File: src/rtl/dram_refresh_sched_pkg.sv
package dram_refresh_sched_pkg;

  typedef enum logic [2:0] {
    ST_PAUSE,
    ST_IDLE,
    ST_LEAD,
    ST_STROBE,
    ST_PRE
  } seqState_t;

  typedef enum logic [1:0] {
    PH_LEAD,
    PH_STROBE,
    PH_PRE
  } phaseSel_t;

  // strobes from control to datapath
  typedef struct packed {
    logic      loadInit;
    logic      startPhase;
    phaseSel_t phase;
    logic      retire;
  } seqCmd_t;

endpackage

File: src/rtl/dram_refresh_sched_dp.sv
module dram_refresh_sched_dp
  import dram_refresh_sched_pkg::*;
#(
  parameter int INIT_PAUSE_CYC   = 20000,
  parameter int REF_INTERVAL_CYC = 1560,
  parameter int INIT_REFS        = 8,
  parameter int MAX_OWED         = 8,
  parameter int CAS_LEAD_CYC     = 2,
  parameter int RAS_LOW_CYC      = 5,
  parameter int PRECHARGE_CYC    = 3
) (
  input  logic    clk,
  input  logic    rstN,
  input  seqCmd_t cmd,
  input  logic    initDone,
  output logic    pauseDone,
  output logic    phaseDone,
  output logic    owedZero
);

  localparam int OWED_CAP  = (INIT_REFS > MAX_OWED) ? INIT_REFS : MAX_OWED;
  localparam int OW        = $clog2(OWED_CAP + 1);
  localparam int PSW       = (INIT_PAUSE_CYC > 2) ? $clog2(INIT_PAUSE_CYC) : 1;
  localparam int IW        = (REF_INTERVAL_CYC > 2) ? $clog2(REF_INTERVAL_CYC) : 1;
  localparam int PH_MAX_A  = (CAS_LEAD_CYC > RAS_LOW_CYC) ? CAS_LEAD_CYC : RAS_LOW_CYC;
  localparam int PH_MAX    = (PH_MAX_A > PRECHARGE_CYC) ? PH_MAX_A : PRECHARGE_CYC;
  localparam int PW        = (PH_MAX > 2) ? $clog2(PH_MAX) : 1;

  localparam logic [OW-1:0]  INIT_LOAD  = OW'(INIT_REFS);
  localparam logic [OW-1:0]  OWED_LIMIT = OW'(MAX_OWED);
  localparam logic [PSW-1:0] PAUSE_LAST = PSW'(INIT_PAUSE_CYC - 1);
  localparam logic [IW-1:0]  IV_LAST    = IW'(REF_INTERVAL_CYC - 1);
  localparam logic [PW-1:0]  LEAD_LAST  = PW'(CAS_LEAD_CYC - 1);
  localparam logic [PW-1:0]  LOW_LAST   = PW'(RAS_LOW_CYC - 1);
  localparam logic [PW-1:0]  PRE_LAST   = PW'(PRECHARGE_CYC - 1);

  logic [PSW-1:0] pauseCnt;
  logic [IW-1:0]  ivCnt;
  logic [PW-1:0]  phCnt;
  logic [OW-1:0]  owed;
  logic           ivTick;
  logic           addOwed;

  assign pauseDone = (pauseCnt == PAUSE_LAST);
  assign phaseDone = (phCnt == '0);
  assign owedZero  = (owed == '0);
  assign ivTick    = initDone && (ivCnt == IV_LAST);
  assign addOwed   = ivTick && (owed < OWED_LIMIT);

  // power-up pause timer
  always_ff @(posedge clk or negedge rstN) begin
    if (!rstN)           pauseCnt <= '0;
    else if (!pauseDone) pauseCnt <= pauseCnt + 1'b1;
  end

  // refresh interval timer, idle until init completes
  always_ff @(posedge clk or negedge rstN) begin
    if (!rstN)         ivCnt <= '0;
    else if (ivTick)   ivCnt <= '0;
    else if (initDone) ivCnt <= ivCnt + 1'b1;
  end

  // one shared down-counter times every strobe phase
  always_ff @(posedge clk or negedge rstN) begin
    if (!rstN) phCnt <= '0;
    else if (cmd.startPhase) begin
      case (cmd.phase)
        PH_LEAD:   phCnt <= LEAD_LAST;
        PH_STROBE: phCnt <= LOW_LAST;
        default:   phCnt <= PRE_LAST;
      endcase
    end else if (!phaseDone) phCnt <= phCnt - 1'b1;
  end

  // owed refresh count, saturating on timer ticks
  always_ff @(posedge clk or negedge rstN) begin
    if (!rstN) owed <= '0;
    else if (cmd.loadInit) owed <= INIT_LOAD;
    else begin
      case ({addOwed, cmd.retire})
        2'b10:   owed <= owed + 1'b1;
        2'b01:   owed <= owed - 1'b1;
        default: owed <= owed;
      endcase
    end
  end

  // once running, the owed count never exceeds its cap
  a_r6_no_overflow: assert property (@(posedge clk) disable iff (!rstN)
    initDone |-> (owed <= OWED_LIMIT));

endmodule

File: src/rtl/dram_refresh_sched_ctl.sv
module dram_refresh_sched_ctl
  import dram_refresh_sched_pkg::*;
(
  input  logic    clk,
  input  logic    rstN,
  input  logic    busGnt,
  input  logic    pauseDone,
  input  logic    phaseDone,
  input  logic    owedZero,
  output seqCmd_t cmd,
  output logic    busReq,
  output logic    initDone,
  output logic    rasN,
  output logic    casN,
  output logic    weN
);

  seqState_t state, stateNext;

  always_comb begin
    stateNext = state;
    cmd       = '0;
    case (state)
      ST_PAUSE: if (pauseDone) begin
        cmd.loadInit = 1'b1;
        stateNext    = ST_IDLE;
      end
      ST_IDLE: if (!owedZero && busGnt) begin
        cmd.startPhase = 1'b1;
        cmd.phase      = PH_LEAD;
        stateNext      = ST_LEAD;
      end
      ST_LEAD: if (phaseDone) begin
        cmd.startPhase = 1'b1;
        cmd.phase      = PH_STROBE;
        stateNext      = ST_STROBE;
      end
      ST_STROBE: if (phaseDone) begin
        cmd.startPhase = 1'b1;
        cmd.phase      = PH_PRE;
        cmd.retire     = 1'b1;
        stateNext      = ST_PRE;
      end
      ST_PRE: if (phaseDone) begin
        if (!owedZero && busGnt) begin
          cmd.startPhase = 1'b1;
          cmd.phase      = PH_LEAD;
          stateNext      = ST_LEAD;
        end else begin
          stateNext = ST_IDLE;
        end
      end
      default: stateNext = ST_PAUSE;
    endcase
  end

  always_ff @(posedge clk or negedge rstN) begin
    if (!rstN) state <= ST_PAUSE;
    else       state <= stateNext;
  end

  always_ff @(posedge clk or negedge rstN) begin
    if (!rstN) initDone <= 1'b0;
    else if (state == ST_PRE && phaseDone && owedZero) initDone <= 1'b1;
  end

  assign busReq = (state == ST_LEAD) || (state == ST_STROBE) || (state == ST_PRE) ||
                  ((state == ST_IDLE) && !owedZero);
  assign casN   = !((state == ST_LEAD) || (state == ST_STROBE));
  assign rasN   = !(state == ST_STROBE);
  assign weN    = 1'b1;

  // row strobe falls only after the column strobe was already low
  a_r4_cas_leads_ras: assert property (@(posedge clk) disable iff (!rstN)
    $fell(rasN) |-> !$past(casN));

  // column strobe held low through the whole row-strobe pulse
  a_r4_cas_held: assert property (@(posedge clk) disable iff (!rstN)
    !rasN |-> !casN);

  // a refresh starts only after a grant
  a_r7_start_needs_grant: assert property (@(posedge clk) disable iff (!rstN)
    $fell(casN) |-> $past(busGnt));

  // init-done never drops until reset
  a_r3_done_sticky: assert property (@(posedge clk) disable iff (!rstN)
    initDone |=> initDone);

  // an owed refresh always keeps the request up
  a_r5_req_while_owed: assert property (@(posedge clk) disable iff (!rstN)
    !owedZero |-> busReq);

endmodule

File: src/rtl/dram_refresh_sched.sv
module dram_refresh_sched
  import dram_refresh_sched_pkg::*;
#(
  parameter int INIT_PAUSE_CYC   = 20000,
  parameter int REF_INTERVAL_CYC = 1560,
  parameter int INIT_REFS        = 8,
  parameter int MAX_OWED         = 8,
  parameter int CAS_LEAD_CYC     = 2,
  parameter int RAS_LOW_CYC      = 5,
  parameter int PRECHARGE_CYC    = 3
) (
  input  logic clk,
  input  logic rstN,
  input  logic busGnt,
  output logic busReq,
  output logic initDone,
  output logic rasN,
  output logic casN,
  output logic weN
);

  seqCmd_t cmd;
  logic    pauseDone;
  logic    phaseDone;
  logic    owedZero;

  dram_refresh_sched_dp #(
    .INIT_PAUSE_CYC  (INIT_PAUSE_CYC),
    .REF_INTERVAL_CYC(REF_INTERVAL_CYC),
    .INIT_REFS       (INIT_REFS),
    .MAX_OWED        (MAX_OWED),
    .CAS_LEAD_CYC    (CAS_LEAD_CYC),
    .RAS_LOW_CYC     (RAS_LOW_CYC),
    .PRECHARGE_CYC   (PRECHARGE_CYC)
  ) u_dp (
    .clk      (clk),
    .rstN     (rstN),
    .cmd      (cmd),
    .initDone (initDone),
    .pauseDone(pauseDone),
    .phaseDone(phaseDone),
    .owedZero (owedZero)
  );

  dram_refresh_sched_ctl u_ctl (
    .clk      (clk),
    .rstN     (rstN),
    .busGnt   (busGnt),
    .pauseDone(pauseDone),
    .phaseDone(phaseDone),
    .owedZero (owedZero),
    .cmd      (cmd),
    .busReq   (busReq),
    .initDone (initDone),
    .rasN     (rasN),
    .casN     (casN),
    .weN      (weN)
  );

endmodule

File: config.mk
export PLATFORM = sky130hd
export DESIGN_NAME = dram_refresh_sched
export DESIGN_NICKNAME = d
export VERILOG_FILES = /design/src/rtl/dram_refresh_sched_pkg.sv /design/src/rtl/dram_refresh_sched_dp.sv /design/src/rtl/dram_refresh_sched_ctl.sv /design/src/rtl/dram_refresh_sched.sv
export SDC_FILE = /design/constraint.sdc
export NUM_CORES = 1
export LEC_CHECK = 0
export ABC_AREA = 1
export BUFFER_PORTS_ARGS = -buffer_cell sky130_fd_sc_hd__clkbuf_2
export CAP_MARGIN = 20
export CORE_MARGIN = 1.5
export CORE_UTILIZATION = 60
export DETAILED_ROUTE_END_ITERATION = 12
export PLACE_DENSITY = 0.85
export SLEW_MARGIN = 15
export SYNTH_ARGS = -nofsm -noshare
export SYNTH_HDL_FRONTEND = slang
export SYNTH_HIERARCHICAL = 1
export SYNTH_SLANG_ARGS = --single-unit
File: constraint.sdc
create_clock -name clk -period 2.5 [get_ports clk]
set_input_delay 0.5 -clock clk [delete_from_list [all_inputs] [get_ports clk]]
set_output_delay 0.5 -clock clk [all_outputs]
set_load 0.02 [all_outputs]
==> impl_results.md <==
- GPL Wtd Cong: 0.9314
- First-iteration detailed-routing DRC count: 104
- Pin count of the biggest net entering global routing: 38
- Cell accounting for the most synthesized area: dfrtp_1
- Initial core utilization: 61.74%
- Slowest CP cell: dfrtp_1
- Grt ovf: 0
- TritonCTS clock tree: done
- Met3 routed WL: 128 um
- Worst hold path class: in -> async
- Placed Area: 2322 sq um
- Hold buffers post-CTS: 0
- Ant. Diodes: 0
- Seq/Total Area, Yosys: 41.27%
- PortBufs: 6
- DIE WIDTH: 64.15 um
- Final hold violation count: 0
- Critical Path RT: 2.68 ns
- Dominant cells by area after synthesis: dfrtp_1, inv_1, nand2_1, xor2_1, nand3_1
- Core area: 3633 sq um
- Vias in the first global route: 1727
- DIE AREA: 4115 sq um
- Most common cell after layout, fill and taps aside: inv_1
- Crit. End Element: flop
- Fin. max-slew vios: 0
- Crit path from: u_dp/phCnt[0]
- Max Cap Viol: 0
- Post-route antenna net violation count: 0
- Status: completed
- Setup bufs post-CTS: 0
- Skew-Pair Late Insertion Delay: 0.29 ns
- First-pass GRT wire length: 7.265 mm
- RSZ-0062 raised after global routing: no
- I/O pins: 8
- CTS H-tree lvls: 2
- Max_slew headroom: 40.38%
- Final number of setup-violating endpoints: 0
- Final net count: 293
- Worst VDD drop: 0.3305 mV
- FF-to-FF End: u_dp/owed[3]
- Actual slew at the worst max-slew pin: 0.8943 ns
- Clock root buffer: clkbuf_8
- Post-Syn Area: 2243 sq um
- Wire length per cell: 12.21 um
- R2R setup slack: 0.31 ns
- Critical-path cell list: inv_1 > ha_1 > inv_1 > nor2_2 > inv_1 > nor2_1 > buf_4 > nand2_4 > inv_1 > ha_1 > nand4_1 > nand2_1 > inv_1 > a21oi_1 > nor2_1 > nor2_1
- Final period util: 87.66%
- Cell row count: 22
- R2R cell count: 16
- Pwr Total: 1.036 mW
- Met2 wire length: 2.068 mm
- Pwr/cell area: 429.6 nW/um^2
- Top-area cell type share of the netlist area: 41.27%
- Max layer used: met4
- Worst Clk Skew: 0.004993 ns
- Via count: 1741
- DRC Markers: 0
- Synth-to-Final Area Change: 7.473%
- CTS Sinks: 37
- Clk slew on worst S/H paths: 0.07 ns
- Metal1 wirelength: 1.790 mm
- Cell area after layout: 2411 sq um
- Clock Tree Buf Depth: 2
- Vias per inst: 5.244
- FF-to-FF Start: u_dp/phCnt[0]
- Flops & latches, synth: 37
- WL final: 4.053 mm
- Crit Path Max Fanout: 6
- Final HPWL DP: 3.064 mm
- Total track usage: 22.83%
- CP Capture Point: u_dp/owed[3]
- Synth Area per Inst: 8.248 sq um
- Library cells used by synthesis: 40
- Initial antenna violation count: 0
- Crit Path Category: reg -> reg
- Layout cells sized above 1: 18.31%
- Fill cells: 300
- Post-Syn Instances: 272
- Final setup TNS: 0 ns
- Syn Nets: 281
- Commonest cells after routing, fill and taps aside: inv_1, nand2_1, dfrtp_1, nor2_1, nand3_1
- Critical Path Start Type: flop
- Static Leak: 1.181 nW
- Max Fclk: 456.3 MHz
- Max incr delay on CP: 0.38 ns
- Synth warn: 6
- Die height: 64.15 um
- Pre-antenna DRT Iters: 4
- Crit path DAT: 2.37 ns
- Minimum clock period: 2.192 ns
- CTS buffer count: 5
- Cell repeated most along the worst path: inv_1
[metrics by stage]
| stage | util, % | instances | hold WS, ns | setup WS, ns |
|---|---|---|---|---|
| floorplan | - | 272 | 0.2044 | 0.3516 |
| global placement | 63.91 | 325 | 0.4862 | 0.4165 |
| detailed placement | 63.91 | 325 | 0.4829 | 0.2890 |
| CTS | 66.29 | 332 | 0.3518 | 0.2762 |
| global route | 66.36 | 332 | 0.3933 | 0.05694 |
| finish | 66.36 | 332 | 0.3179 | 0.3085 |
[flip-flops by register name (all words and copies together), names as in the netlist]
signal / count
u_ctl/state: 3
u_dp/ivCnt: 11
u_dp/owed: 4
u_dp/phCnt: 3
u_dp/pauseCnt: 15
u_ctl/initDone: 1
[logic make-up after synthesis]
logic type	after synthesis	synth area share (%)
AOI/OAI and AO/OA	30	7.864
buffers and inverters	53	9.370
xor gates and xnor gates	16	6.247
other	1	0.1672
DFF	37	41.27
adders and majority gates	6	3.346
and+or+nand+nor	129	31.74
[worst min path at each step]
| stage | endpoint | depth (start not counted) | startpoint |
|---|---|---|---|
| final | u_dp/ivCnt[6] | 1 | rstN |
| after global routing | u_dp/ivCnt[6] | 1 | rstN |
| after CTS | u_dp/ivCnt[6] | 1 | rstN |
| after detailed placement | u_dp/pauseCnt[13] | 1 | u_dp/pauseCnt[13] |
| after global placement | u_dp/pauseCnt[13] | 1 | u_dp/pauseCnt[13] |
| after floorplan | u_ctl/initDone | 0 | rstN |
[worst max-delay path, delay by kind of cell (launching register included)]
kind | cells | cell delay, ns
flops | 1 | 0.38
compound gates | 1 | 0.07
fa+ha+maj | 2 | 0.40
buf+inv | 6 | 0.55
simple gates | 7 | 0.68
[Yosys cell counts, drive strengths merged]
cell     n
nand2   52
inv     50
dfrtp   37
nor2    31
nand3   26
xor2    13
o21ai   11
a21oi   10
nor3     8
ha       6
nand4    5
nor4     4
o22ai    4
xnor2    3
buf      2
nand3b   2
a21boi   1
a21o     1
a31oi    1
clkinv   1
conb     1
o21bai   1
o31ai    1
or2      1
[power breakdown]
group | internal (mW) | total, mW | switching (mW)
sequential | 0.598 | 0.598 | 0
combinational | 0.00119 | 0.0140 | 0.0128
clock | 0.219 | 0.423 | 0.205
total | 0.818 | 1.04 | 0.217
[layout make-up]
class / instances / area, sq um / share of cell area (%)
Sequential cell: 37 / 925.9 / 38.40
Inverter: 51 / 191.4 / 7.940
Clock buffer: 7 / 86.33 / 3.581
Multi-Input combinational cell: 182 / 1110 / 46.03
Tap cell: 48 / 60.06 / 2.491
Timing Repair Buffer: 7 / 37.54 / 1.557
[repair_timing]
item | CTS | global route
endpoints found under the setup margin | 0 | 1
endpoints found under the hold margin | 0 | 0
resized for setup | 0 | 1
[routing by layer]
layer / vias up / global-route usage, %
li1: 887 / -
met1: 823 / 25.98
met2: 26 / 40.89
met3: 5 / 6.338
met4: 0 / 7.979
met5: - / 0
(Power assumes the default switching activity.)
